===== src/rtl/pio_pkg.sv =====
package pio_pkg;

  typedef enum logic [2:0] {
    ST_IDLE,
    ST_SETUP,
    ST_ACTIVE,
    ST_WAIT,
    ST_RECOV
  } seqState_e;

  // control strobes handed from sequencer to datapath
  typedef struct packed {
    logic accept;     // latch the request this edge
    logic strobeOn;   // read or write strobe asserted
    logic capture;    // sample read data this edge
    logic driveOn;    // data bus drive window (write only)
    logic finish;     // last recovery cycle ends this edge
    logic finishErr;  // the finishing cycle was cut by timeout
  } seqCtl_t;

endpackage


===== src/rtl/pio_timing_sel.sv =====
module pio_timing_sel #(
  parameter int NUM_MODES = 5,
  parameter int CNT_W     = 8,
  localparam int MODE_W   = $clog2(NUM_MODES)
) (
  input  logic [MODE_W-1:0]          mode,
  input  logic [NUM_MODES*CNT_W-1:0] cfgSetup,
  input  logic [NUM_MODES*CNT_W-1:0] cfgActive,
  input  logic [NUM_MODES*CNT_W-1:0] cfgRecov,
  input  logic [NUM_MODES*CNT_W-1:0] cfgHold,
  output logic [CNT_W-1:0]           setupLen,
  output logic [CNT_W-1:0]           activeLen,
  output logic [CNT_W-1:0]           recovLen,
  output logic [CNT_W-1:0]           holdLen
);

  logic [CNT_W-1:0] setupTab  [NUM_MODES];
  logic [CNT_W-1:0] activeTab [NUM_MODES];
  logic [CNT_W-1:0] recovTab  [NUM_MODES];
  logic [CNT_W-1:0] holdTab   [NUM_MODES];

  // unpack the flat tables; a zero phase count is raised to one clock
  for (genvar m = 0; m < NUM_MODES; m++) begin : g_unpack
    logic [CNT_W-1:0] rawSetup, rawActive, rawRecov;
    assign rawSetup     = cfgSetup [m*CNT_W +: CNT_W];
    assign rawActive    = cfgActive[m*CNT_W +: CNT_W];
    assign rawRecov     = cfgRecov [m*CNT_W +: CNT_W];
    assign setupTab[m]  = (rawSetup  == '0) ? CNT_W'(1) : rawSetup;
    assign activeTab[m] = (rawActive == '0) ? CNT_W'(1) : rawActive;
    assign recovTab[m]  = (rawRecov  == '0) ? CNT_W'(1) : rawRecov;
    assign holdTab[m]   = cfgHold[m*CNT_W +: CNT_W];
  end

  logic [MODE_W-1:0] modeIdx;
  assign modeIdx = (32'(mode) >= NUM_MODES) ? MODE_W'(NUM_MODES - 1) : mode;

  assign setupLen  = setupTab[modeIdx];
  assign activeLen = activeTab[modeIdx];
  assign recovLen  = recovTab[modeIdx];
  assign holdLen   = holdTab[modeIdx];

endmodule


===== src/rtl/pio_ctrl.sv =====
module pio_ctrl
  import pio_pkg::*;
#(
  parameter int CNT_W = 8,
  parameter int TOT_W = 16
) (
  input  logic             clk,
  input  logic             rstN,
  input  logic             reqValid,
  input  logic             rdySync,
  input  logic             modeFast,
  input  logic [CNT_W-1:0] setupLen,
  input  logic [CNT_W-1:0] activeLen,
  input  logic [CNT_W-1:0] recovLen,
  input  logic [CNT_W-1:0] holdLen,
  input  logic [CNT_W-1:0] samplePt,
  input  logic [TOT_W-1:0] minCycle,
  input  logic [TOT_W-1:0] timeout,
  output seqCtl_t          ctl,
  output logic             busy
);

  seqState_e        state, stateNext;
  logic [CNT_W-1:0] phaseCnt, phaseNext;
  logic [TOT_W-1:0] waitCnt, waitNext;
  logic [TOT_W-1:0] totalCnt;
  logic             sampled, sampledNext;
  logic             errFlag, errNext;

  logic [TOT_W-1:0] waitLimit;
  logic [TOT_W:0]   totalPlusOne;
  logic             setupEnd, activeEnd, recovEnd, floorMet, readyLow;

  assign waitLimit    = (timeout == '0) ? TOT_W'(1) : timeout;
  assign totalPlusOne = {1'b0, totalCnt} + 1'b1;
  assign setupEnd     = (phaseCnt >= setupLen  - 1'b1);
  assign activeEnd    = (phaseCnt >= activeLen - 1'b1);
  assign recovEnd     = (phaseCnt >= recovLen  - 1'b1);
  assign floorMet     = !modeFast || (totalPlusOne >= {1'b0, minCycle});
  assign readyLow     = modeFast && !sampled && (phaseCnt == samplePt) && !rdySync;

  always_comb begin
    stateNext   = state;
    phaseNext   = phaseCnt;
    waitNext    = waitCnt;
    sampledNext = sampled;
    errNext     = errFlag;
    ctl         = '0;
    unique case (state)
      ST_IDLE: begin
        if (reqValid) begin
          ctl.accept = 1'b1;
          stateNext  = ST_SETUP;
          phaseNext  = '0;
          errNext    = 1'b0;
        end
      end
      ST_SETUP: begin
        if (setupEnd) begin
          stateNext   = ST_ACTIVE;
          phaseNext   = '0;
          sampledNext = 1'b0;
        end else begin
          phaseNext = phaseCnt + 1'b1;
        end
      end
      ST_ACTIVE: begin
        ctl.strobeOn = 1'b1;
        if (readyLow) begin
          stateNext = ST_WAIT;
          waitNext  = '0;
        end else if (activeEnd) begin
          ctl.capture = 1'b1;
          stateNext   = ST_RECOV;
          phaseNext   = '0;
        end else begin
          phaseNext = phaseCnt + 1'b1;
        end
      end
      ST_WAIT: begin
        ctl.strobeOn = 1'b1;
        if (rdySync) begin
          stateNext   = ST_ACTIVE;
          sampledNext = 1'b1;
        end else if (waitCnt >= waitLimit - 1'b1) begin
          stateNext = ST_RECOV;
          phaseNext = '0;
          errNext   = 1'b1;
        end else begin
          waitNext = waitCnt + 1'b1;
        end
      end
      ST_RECOV: begin
        if (recovEnd && floorMet) begin
          ctl.finish    = 1'b1;
          ctl.finishErr = errFlag;
          stateNext     = ST_IDLE;
        end else if (phaseCnt != '1) begin
          phaseNext = phaseCnt + 1'b1;
        end
      end
      default: stateNext = ST_IDLE;
    endcase
    ctl.driveOn = ctl.strobeOn || ((state == ST_RECOV) && (phaseCnt < holdLen));
  end

  always_ff @(posedge clk or negedge rstN) begin
    if (!rstN) begin
      state    <= ST_IDLE;
      phaseCnt <= '0;
      waitCnt  <= '0;
      totalCnt <= '0;
      sampled  <= 1'b0;
      errFlag  <= 1'b0;
    end else begin
      state    <= stateNext;
      phaseCnt <= phaseNext;
      waitCnt  <= waitNext;
      sampled  <= sampledNext;
      errFlag  <= errNext;
      if (stateNext == ST_IDLE || state == ST_IDLE) begin
        totalCnt <= '0;
      end else if (totalCnt != '1) begin
        totalCnt <= totalCnt + 1'b1;
      end
    end
  end

  assign busy = (state != ST_IDLE);

endmodule


===== src/rtl/pio_datapath.sv =====
module pio_datapath
  import pio_pkg::*;
#(
  parameter int DATA_W    = 16,
  parameter int NUM_MODES = 5,
  parameter int FAST_MODE = 3,
  localparam int MODE_W   = $clog2(NUM_MODES),
  localparam int BYTE_W   = 8
) (
  input  logic              clk,
  input  logic              rstN,
  input  seqCtl_t           ctl,
  input  logic              busy,
  input  logic              reqWrite,
  input  logic [4:0]        reqAddr,
  input  logic [DATA_W-1:0] reqWdata,
  input  logic [MODE_W-1:0] reqMode,
  input  logic              cfgByteMode,
  input  logic [DATA_W-1:0] ddIn,
  input  logic              iordy,
  output logic              rdySync,
  output logic              modeFast,
  output logic [MODE_W-1:0] curMode,
  output logic              done,
  output logic              err,
  output logic [DATA_W-1:0] rdData,
  output logic              cs0N,
  output logic              cs1N,
  output logic [2:0]        daOut,
  output logic              diorN,
  output logic              diowN,
  output logic [DATA_W-1:0] ddOut,
  output logic              ddOe
);

  function automatic logic [DATA_W-1:0] narrowData(input logic narrow,
                                                   input logic [DATA_W-1:0] value);
    narrowData = narrow ? {{(DATA_W-BYTE_W){1'b0}}, value[BYTE_W-1:0]} : value;
  endfunction

  logic              writeLat, byteLat;
  logic [4:0]        addrLat;
  logic [DATA_W-1:0] wdataLat;
  logic              rdyMeta;
  logic [MODE_W-1:0] modeClamped;

  assign modeClamped = (32'(reqMode) >= NUM_MODES) ? MODE_W'(NUM_MODES - 1) : reqMode;

  always_ff @(posedge clk or negedge rstN) begin
    if (!rstN) begin
      writeLat <= 1'b0;
      byteLat  <= 1'b0;
      addrLat  <= '0;
      wdataLat <= '0;
      curMode  <= '0;
    end else if (ctl.accept) begin
      writeLat <= reqWrite;
      byteLat  <= cfgByteMode;
      addrLat  <= reqAddr;
      wdataLat <= narrowData(cfgByteMode, reqWdata);
      curMode  <= modeClamped;
    end
  end

  // two-stage synchronizer for the device ready line
  always_ff @(posedge clk or negedge rstN) begin
    if (!rstN) begin
      rdyMeta <= 1'b1;
      rdySync <= 1'b1;
    end else begin
      rdyMeta <= iordy;
      rdySync <= rdyMeta;
    end
  end

  always_ff @(posedge clk or negedge rstN) begin
    if (!rstN) begin
      rdData <= '0;
      done   <= 1'b0;
      err    <= 1'b0;
    end else begin
      if (ctl.capture && !writeLat) rdData <= narrowData(byteLat, ddIn);
      done <= ctl.finish;
      err  <= ctl.finish && ctl.finishErr;
    end
  end

  assign modeFast = (32'(curMode) >= FAST_MODE);
  assign cs1N     = !(busy && addrLat[4]);
  assign cs0N     = !(busy && addrLat[3]);
  assign daOut    = busy ? addrLat[2:0] : 3'b000;
  assign diorN    = !(ctl.strobeOn && !writeLat);
  assign diowN    = !(ctl.strobeOn && writeLat);
  assign ddOut    = wdataLat;
  assign ddOe     = ctl.driveOn && writeLat;

endmodule


===== src/rtl/pio_cycle_seq.sv =====
module pio_cycle_seq
  import pio_pkg::*;
#(
  parameter int NUM_MODES = 5,
  parameter int CNT_W     = 8,
  parameter int TOT_W     = 16,
  parameter int DATA_W    = 16,
  parameter int FAST_MODE = 3,
  localparam int MODE_W   = $clog2(NUM_MODES)
) (
  input  logic                       clk,
  input  logic                       rstN,
  input  logic                       reqValid,
  input  logic                       reqWrite,
  input  logic [4:0]                 reqAddr,
  input  logic [DATA_W-1:0]          reqWdata,
  input  logic [MODE_W-1:0]          reqMode,
  input  logic                       cfgByteMode,
  input  logic [NUM_MODES*CNT_W-1:0] cfgSetup,
  input  logic [NUM_MODES*CNT_W-1:0] cfgActive,
  input  logic [NUM_MODES*CNT_W-1:0] cfgRecov,
  input  logic [NUM_MODES*CNT_W-1:0] cfgHold,
  input  logic [CNT_W-1:0]           cfgSamplePt,
  input  logic [TOT_W-1:0]           cfgMinCycle,
  input  logic [TOT_W-1:0]           cfgTimeout,
  output logic                       busy,
  output logic                       done,
  output logic                       err,
  output logic [DATA_W-1:0]          rdData,
  output logic [MODE_W-1:0]          curMode,
  output logic                       cs0N,
  output logic                       cs1N,
  output logic [2:0]                 daOut,
  output logic                       diorN,
  output logic                       diowN,
  output logic                       dmackN,
  output logic [DATA_W-1:0]          ddOut,
  output logic                       ddOe,
  input  logic [DATA_W-1:0]          ddIn,
  input  logic                       iordy
);

  seqCtl_t          ctl;
  logic             rdySync, modeFast;
  logic [CNT_W-1:0] setupLen, activeLen, recovLen, holdLen;

  pio_timing_sel #(.NUM_MODES(NUM_MODES), .CNT_W(CNT_W)) u_timing (
    .mode(curMode), .cfgSetup(cfgSetup), .cfgActive(cfgActive),
    .cfgRecov(cfgRecov), .cfgHold(cfgHold),
    .setupLen(setupLen), .activeLen(activeLen),
    .recovLen(recovLen), .holdLen(holdLen)
  );

  pio_ctrl #(.CNT_W(CNT_W), .TOT_W(TOT_W)) u_ctrl (
    .clk(clk), .rstN(rstN), .reqValid(reqValid), .rdySync(rdySync),
    .modeFast(modeFast), .setupLen(setupLen), .activeLen(activeLen),
    .recovLen(recovLen), .holdLen(holdLen), .samplePt(cfgSamplePt),
    .minCycle(cfgMinCycle), .timeout(cfgTimeout), .ctl(ctl), .busy(busy)
  );

  pio_datapath #(.DATA_W(DATA_W), .NUM_MODES(NUM_MODES), .FAST_MODE(FAST_MODE)) u_data (
    .clk(clk), .rstN(rstN), .ctl(ctl), .busy(busy), .reqWrite(reqWrite),
    .reqAddr(reqAddr), .reqWdata(reqWdata), .reqMode(reqMode),
    .cfgByteMode(cfgByteMode), .ddIn(ddIn), .iordy(iordy),
    .rdySync(rdySync), .modeFast(modeFast), .curMode(curMode),
    .done(done), .err(err), .rdData(rdData), .cs0N(cs0N), .cs1N(cs1N),
    .daOut(daOut), .diorN(diorN), .diowN(diowN), .ddOut(ddOut), .ddOe(ddOe)
  );

  // no DMA on this engine: acknowledge stays inactive
  assign dmackN = 1'b1;

endmodule


===== config.mk =====
export PLATFORM = sky130hd
export DESIGN_NAME = pio_cycle_seq
export DESIGN_NICKNAME = d
export VERILOG_FILES = /design/src/rtl/pio_pkg.sv /design/src/rtl/pio_timing_sel.sv /design/src/rtl/pio_ctrl.sv /design/src/rtl/pio_datapath.sv /design/src/rtl/pio_cycle_seq.sv
export SDC_FILE = /design/constraint.sdc
export NUM_CORES = 1
export LEC_CHECK = 0
export ABC_CLOCK_PERIOD_IN_PS = 4300
export CAP_MARGIN = 25
export CORE_ASPECT_RATIO = 2
export CORE_MARGIN = 8
export CORE_UTILIZATION = 42
export CTS_BUF_LIST = sky130_fd_sc_hd__clkbuf_16
export CTS_CLUSTER_SIZE = 10
export DETAILED_ROUTE_END_ITERATION = 7
export PLACE_DENSITY_LB_ADDON = 0.15
export SLEW_MARGIN = 15
export SYNTH_ARGS = -nofsm -noshare
export SYNTH_HDL_FRONTEND = slang
export SYNTH_SLANG_ARGS = --single-unit
export TNS_END_PERCENT = 50

===== constraint.sdc =====
create_clock -name clk -period 4.3 [get_ports clk]
set_input_delay 0.645 -clock clk [delete_from_list [all_inputs] [get_ports clk]]
set_output_delay 0.645 -clock clk [all_outputs]
set_load 0.01 [all_outputs]

==> impl_metrics.csv <==
group,metric,value,unit
run_status,status,"complete, but fails checks",
run_status,violations,"setup timing",
synthesis,syn-cell-area,8030,sq um
synthesis,syn_nets,1235,
clock_tree,cts_tree,"yes",
critical_path,critPathMaxFanout,4,
place,port_buffers,291,
place,dpl-instance-area,11900,sq um
job,maxCapViolations,0,
critical_path,r2r_end,"u_ctrl.totalCnt[1]$_DFFE_PN0P_",
clock_tree,cts_root_buf,"clkbuf_16",
grt,grt_usage,0.237,
drt,via_per_inst,5.42,
floorplan,die_area,24100,sq um
critical_path,r2r_start,"u_data.curMode[2]$_DFFE_PN0P_",
drt,drtPass1Iterations,5,
critical_path,critPathMostFrequentCell,"buf_6",
grt,antenna_found_initial,0,
clock_tree,clock_latency,0.35,ns
timing,rsz0062_at_grt,"true",
drt,drcViolationCount,0,
layout,fin_nets,1623,
clock_tree,clk_pin_slew,0.07,ns
power_and_ir_drop,powerDensity,455,nW/um^2
timing,fmax,217,MHz
timing,fin_skew,0.0122,ns
critical_path,slowest_delay,0.53,ns
synthesis,seq_area_frac_synth,0.284,
timing,fin_tns_setup,-8.33,ns
floorplan,num_rows,71,
power_and_ir_drop,ir_drop,254,uV
layout,drive_gt1_frac,0.209,
clock_tree,clockBufferDepth,2,
floorplan,fp.dieW,114,um
floorplan,initial_utilization,0.428,
timing,slew_viol_final,0,
synthesis,synth.distinct_cells,76,
grt,grt_pass1_wl,45.4,mm
critical_path,start_kind,"primary input",
place,gp_congestion,0.860,
timing,setup_violations,41,
synthesis,async_flop_share,1.00,
drt,post_drt_wl_per_cell,18.3,um
synthesis,synth.most_common_cell,"dfrtp_1",
floorplan,core,18700,sq um
synthesis,synth_area_leaders,"dfrtp_1, ha_1, a211oi_1",
place,pre_cts_ws,-1.06,ns
grt,grt_max_degree,61,
timing,fin_ws,-0.313,ns
synthesis,yosys.area.top_type_share,0.277,
layout,nFillCells,1519,
clock_tree,cts_sinks,91,
critical_path,worst_setup_path_end_kind,"flop",
critical_path,crit_chain,"clkbuf_2 > or4_4 > or3_4 > or3b_4 > inv_2 > a21oi_2 > ha_2 > nor3b_4 > nand2_2 > nor2_1 > xnor2_1 > ha_1 > a21oi_1 > o21ai_2 > a2111oi_4 > o21ai_4 > buf_6 > a211oi_4 > buf_6 > buf_6 > buf_4 > xnor2_2 > nor2_1",
timing,hold_viol,0,
synthesis,synth_warnings,0,
clock_tree,numCtsBuffers,9,
timing,max_slew_margin,0.423,
synthesis,yosys.area.top_type,"dfrtp_1",
layout,antenna_cells,0,
clock_tree,cts.htree.levels,3,
timing,fin_crit_sh,1.07,
floorplan,die_h,212,um
floorplan,io_pins,293,
critical_path,ff2ff_path_depth,16,
timing,finalCriticalPeriod,4.61,ns
synthesis,synth_common_cells,"dfrtp_1, nand2_1, ha_1, o21ai_0, a211oi_1",
drt,num_vias,8494,
grt,overflow,0,
grt,grt_pass1_vias,9212,
drt,antenna_left,0,
layout,area_growth,59.7,%
layout,final_util,0.684,
power_and_ir_drop,p_leak,5.48,nW
drt,routed_wirelength,28.7,mm
critical_path,r2r_setup_slack,0.03,ns
synthesis,synth-seq-cells,91,
layout,final_area,12800,sq um
synthesis,synth_edf_count,0,
critical_path,crit_arrival,4.84,ns
worst_hold_path,worstHoldPathType,"primary input to asynchronous set/reset pin",
critical_path,crit_slowest_cell,"or4_4",
synthesis,synth_top_flop_cell,"dfrtp_1",
critical_path,crit_type,"primary input to flop",
critical_path,required,4.53,ns
synthesis,syn_inst,919,
synthesis,synth.avg_cell_area,8.74,sq um
place,dp_hpwl,23.8,mm
drt,drt-initial-drc-count,253,
timing,tightest_slew,0.863,ns
-- sequential cells by signal (all words and copies together) (netlist names) --
name,count
u_data.rdySync,1
u_data.writeLat,1
u_ctrl.waitCnt,16
u_ctrl.phaseCnt,8
u_data.ddOut,16
u_data.addrLat,5
u_data.done,1
u_ctrl.totalCnt,16
u_ctrl.sampled,1
u_data.curMode,3
u_data.rdData,16
u_data.err,1
u_data.rdyMeta,1
u_ctrl.errFlag,1
u_ctrl.state,3
u_data.byteLat,1
-- how the worst max path moves through the flow --
stage                    from                              to  slack (ns)
2_1_floorplan   cfgTimeout[9]   u_ctrl.waitCnt[5]$_DFFE_PN0P_       -0.35
3_3_place_gp    cfgTimeout[9]  u_ctrl.waitCnt[15]$_DFFE_PN0P_       -0.97
3_5_place_dp    cfgTimeout[9]  u_ctrl.phaseCnt[6]$_DFFE_PN0P_       -1.06
4_1_cts        cfgTimeout[12]  u_ctrl.totalCnt[7]$_DFFE_PN0P_       -0.30
5_1_grt         cfgTimeout[6]   u_ctrl.waitCnt[3]$_DFFE_PN0P_       -0.45
6_report        cfgTimeout[9]   u_ctrl.waitCnt[3]$_DFFE_PN0P_       -0.31
-- report_power, final --
| part | total (mW) | internal [mW] | switching, mW |
|---|---|---|---|
| registers | 1.29 | 1.07 | 0.215 |
| logic | 3.63 | 1.87 | 1.77 |
| clock network | 0.909 | 0.567 | 0.342 |
-- timing repair --
item | CTS | global route
buffers inserted | 15 | 8
pin swaps | 43 | 20
endpoints found under the setup margin | 45 | 52
hold buffers | 0 | 0
cloned | 1 | 0
resized for setup | 67 | 25
-- worst max-delay path, delay by kind of cell --
kind | cells | cell delay, ns
AND/OR/NAND/NOR | 7 | 1.73
AO/OA/AOI/OAI | 6 | 1.17
buffers and inverters | 6 | 0.69
adder cells (fa/ha/maj) | 2 | 0.37
XOR/XNOR | 2 | 0.23
-- stage by stage --
| step | hold slack (ns) | std cells | power, mW |
|---|---|---|---|
| 2_1_floorplan | 0.345 | 919 | 3.26 |
| 3_3_place_gp | 0.348 | 1528 | 4.61 |
| 3_5_place_dp | 0.349 | 1528 | 4.69 |
| 4_1_cts | 0.359 | 1559 | 5.80 |
| 5_1_grt | 0.365 | 1567 | 6.27 |
| 6_report | 0.346 | 1567 | 5.83 |
-- cell usage in the layout (no fill, tap or decap), types with 5 or more instances in the layout --
cell and instances:
clkdlybuf4s50_1 285, buf_4 109, dfrtp_1 86, nand2_1 72, ha_1 69, o21ai_0 68
nor2_1 50, a211oi_1 42, inv_1 40, mux2_2 34, xnor2_1 32, mux2i_1 31
a21oi_1 29, nor3_1 25, nand2b_1 24, xor2_1 23, nand3_1 22, nor4_1 18
a21oi_2 16, nor2b_1 14, nand4_1 13, a211oi_2 11, and3_1 11, nand3b_1 10
buf_6 10, clkbuf_16 9, and2_1 8, mux2_1 7, o21ai_1 7, a21o_1 7
buf_12 7, mux2_4 5, o21ai_2 5, nor3b_1 5, or2_2 5
-- area by class of cell --
class	instances	area [sq um]	share of cell area
Clock buffer	9	225	0.0176
Timing Repair Buffer	417	3990	0.311
Tap cell	255	319	0.0249
Sequential cell	91	2280	0.178
Clock inverter	7	116	0.00907
Multi-Input combinational cell	745	5730	0.447
Inverter	43	161	0.0126
-- cell families after synthesis --
| family | count (synthesis) | share of synthesized area |
|---|---|---|
| mux | 78 | 0.107 |
| other cells | 1 | 0.000467 |
| buf+inv | 83 | 0.0447 |
| compound gates | 226 | 0.184 |
| xor+xnor | 56 | 0.0611 |
| flops | 91 | 0.284 |
| simple gates | 314 | 0.210 |
| fa+ha+maj | 70 | 0.109 |
-- per-layer routing --
| metal | wire length, um | up-vias | track usage |
|---|---|---|---|
| met4 | 1090 | 0 | 0.106 |
| met1 | 9470 | 3990 | 0.215 |
| li1 | - | 4148 | - |
| met3 | 1890 | 67 | 0.0602 |
| met2 | 16300 | 289 | 0.472 |
| met5 | 0 | - | 0 |
Note: power is estimated with default switching activity, not from simulation.
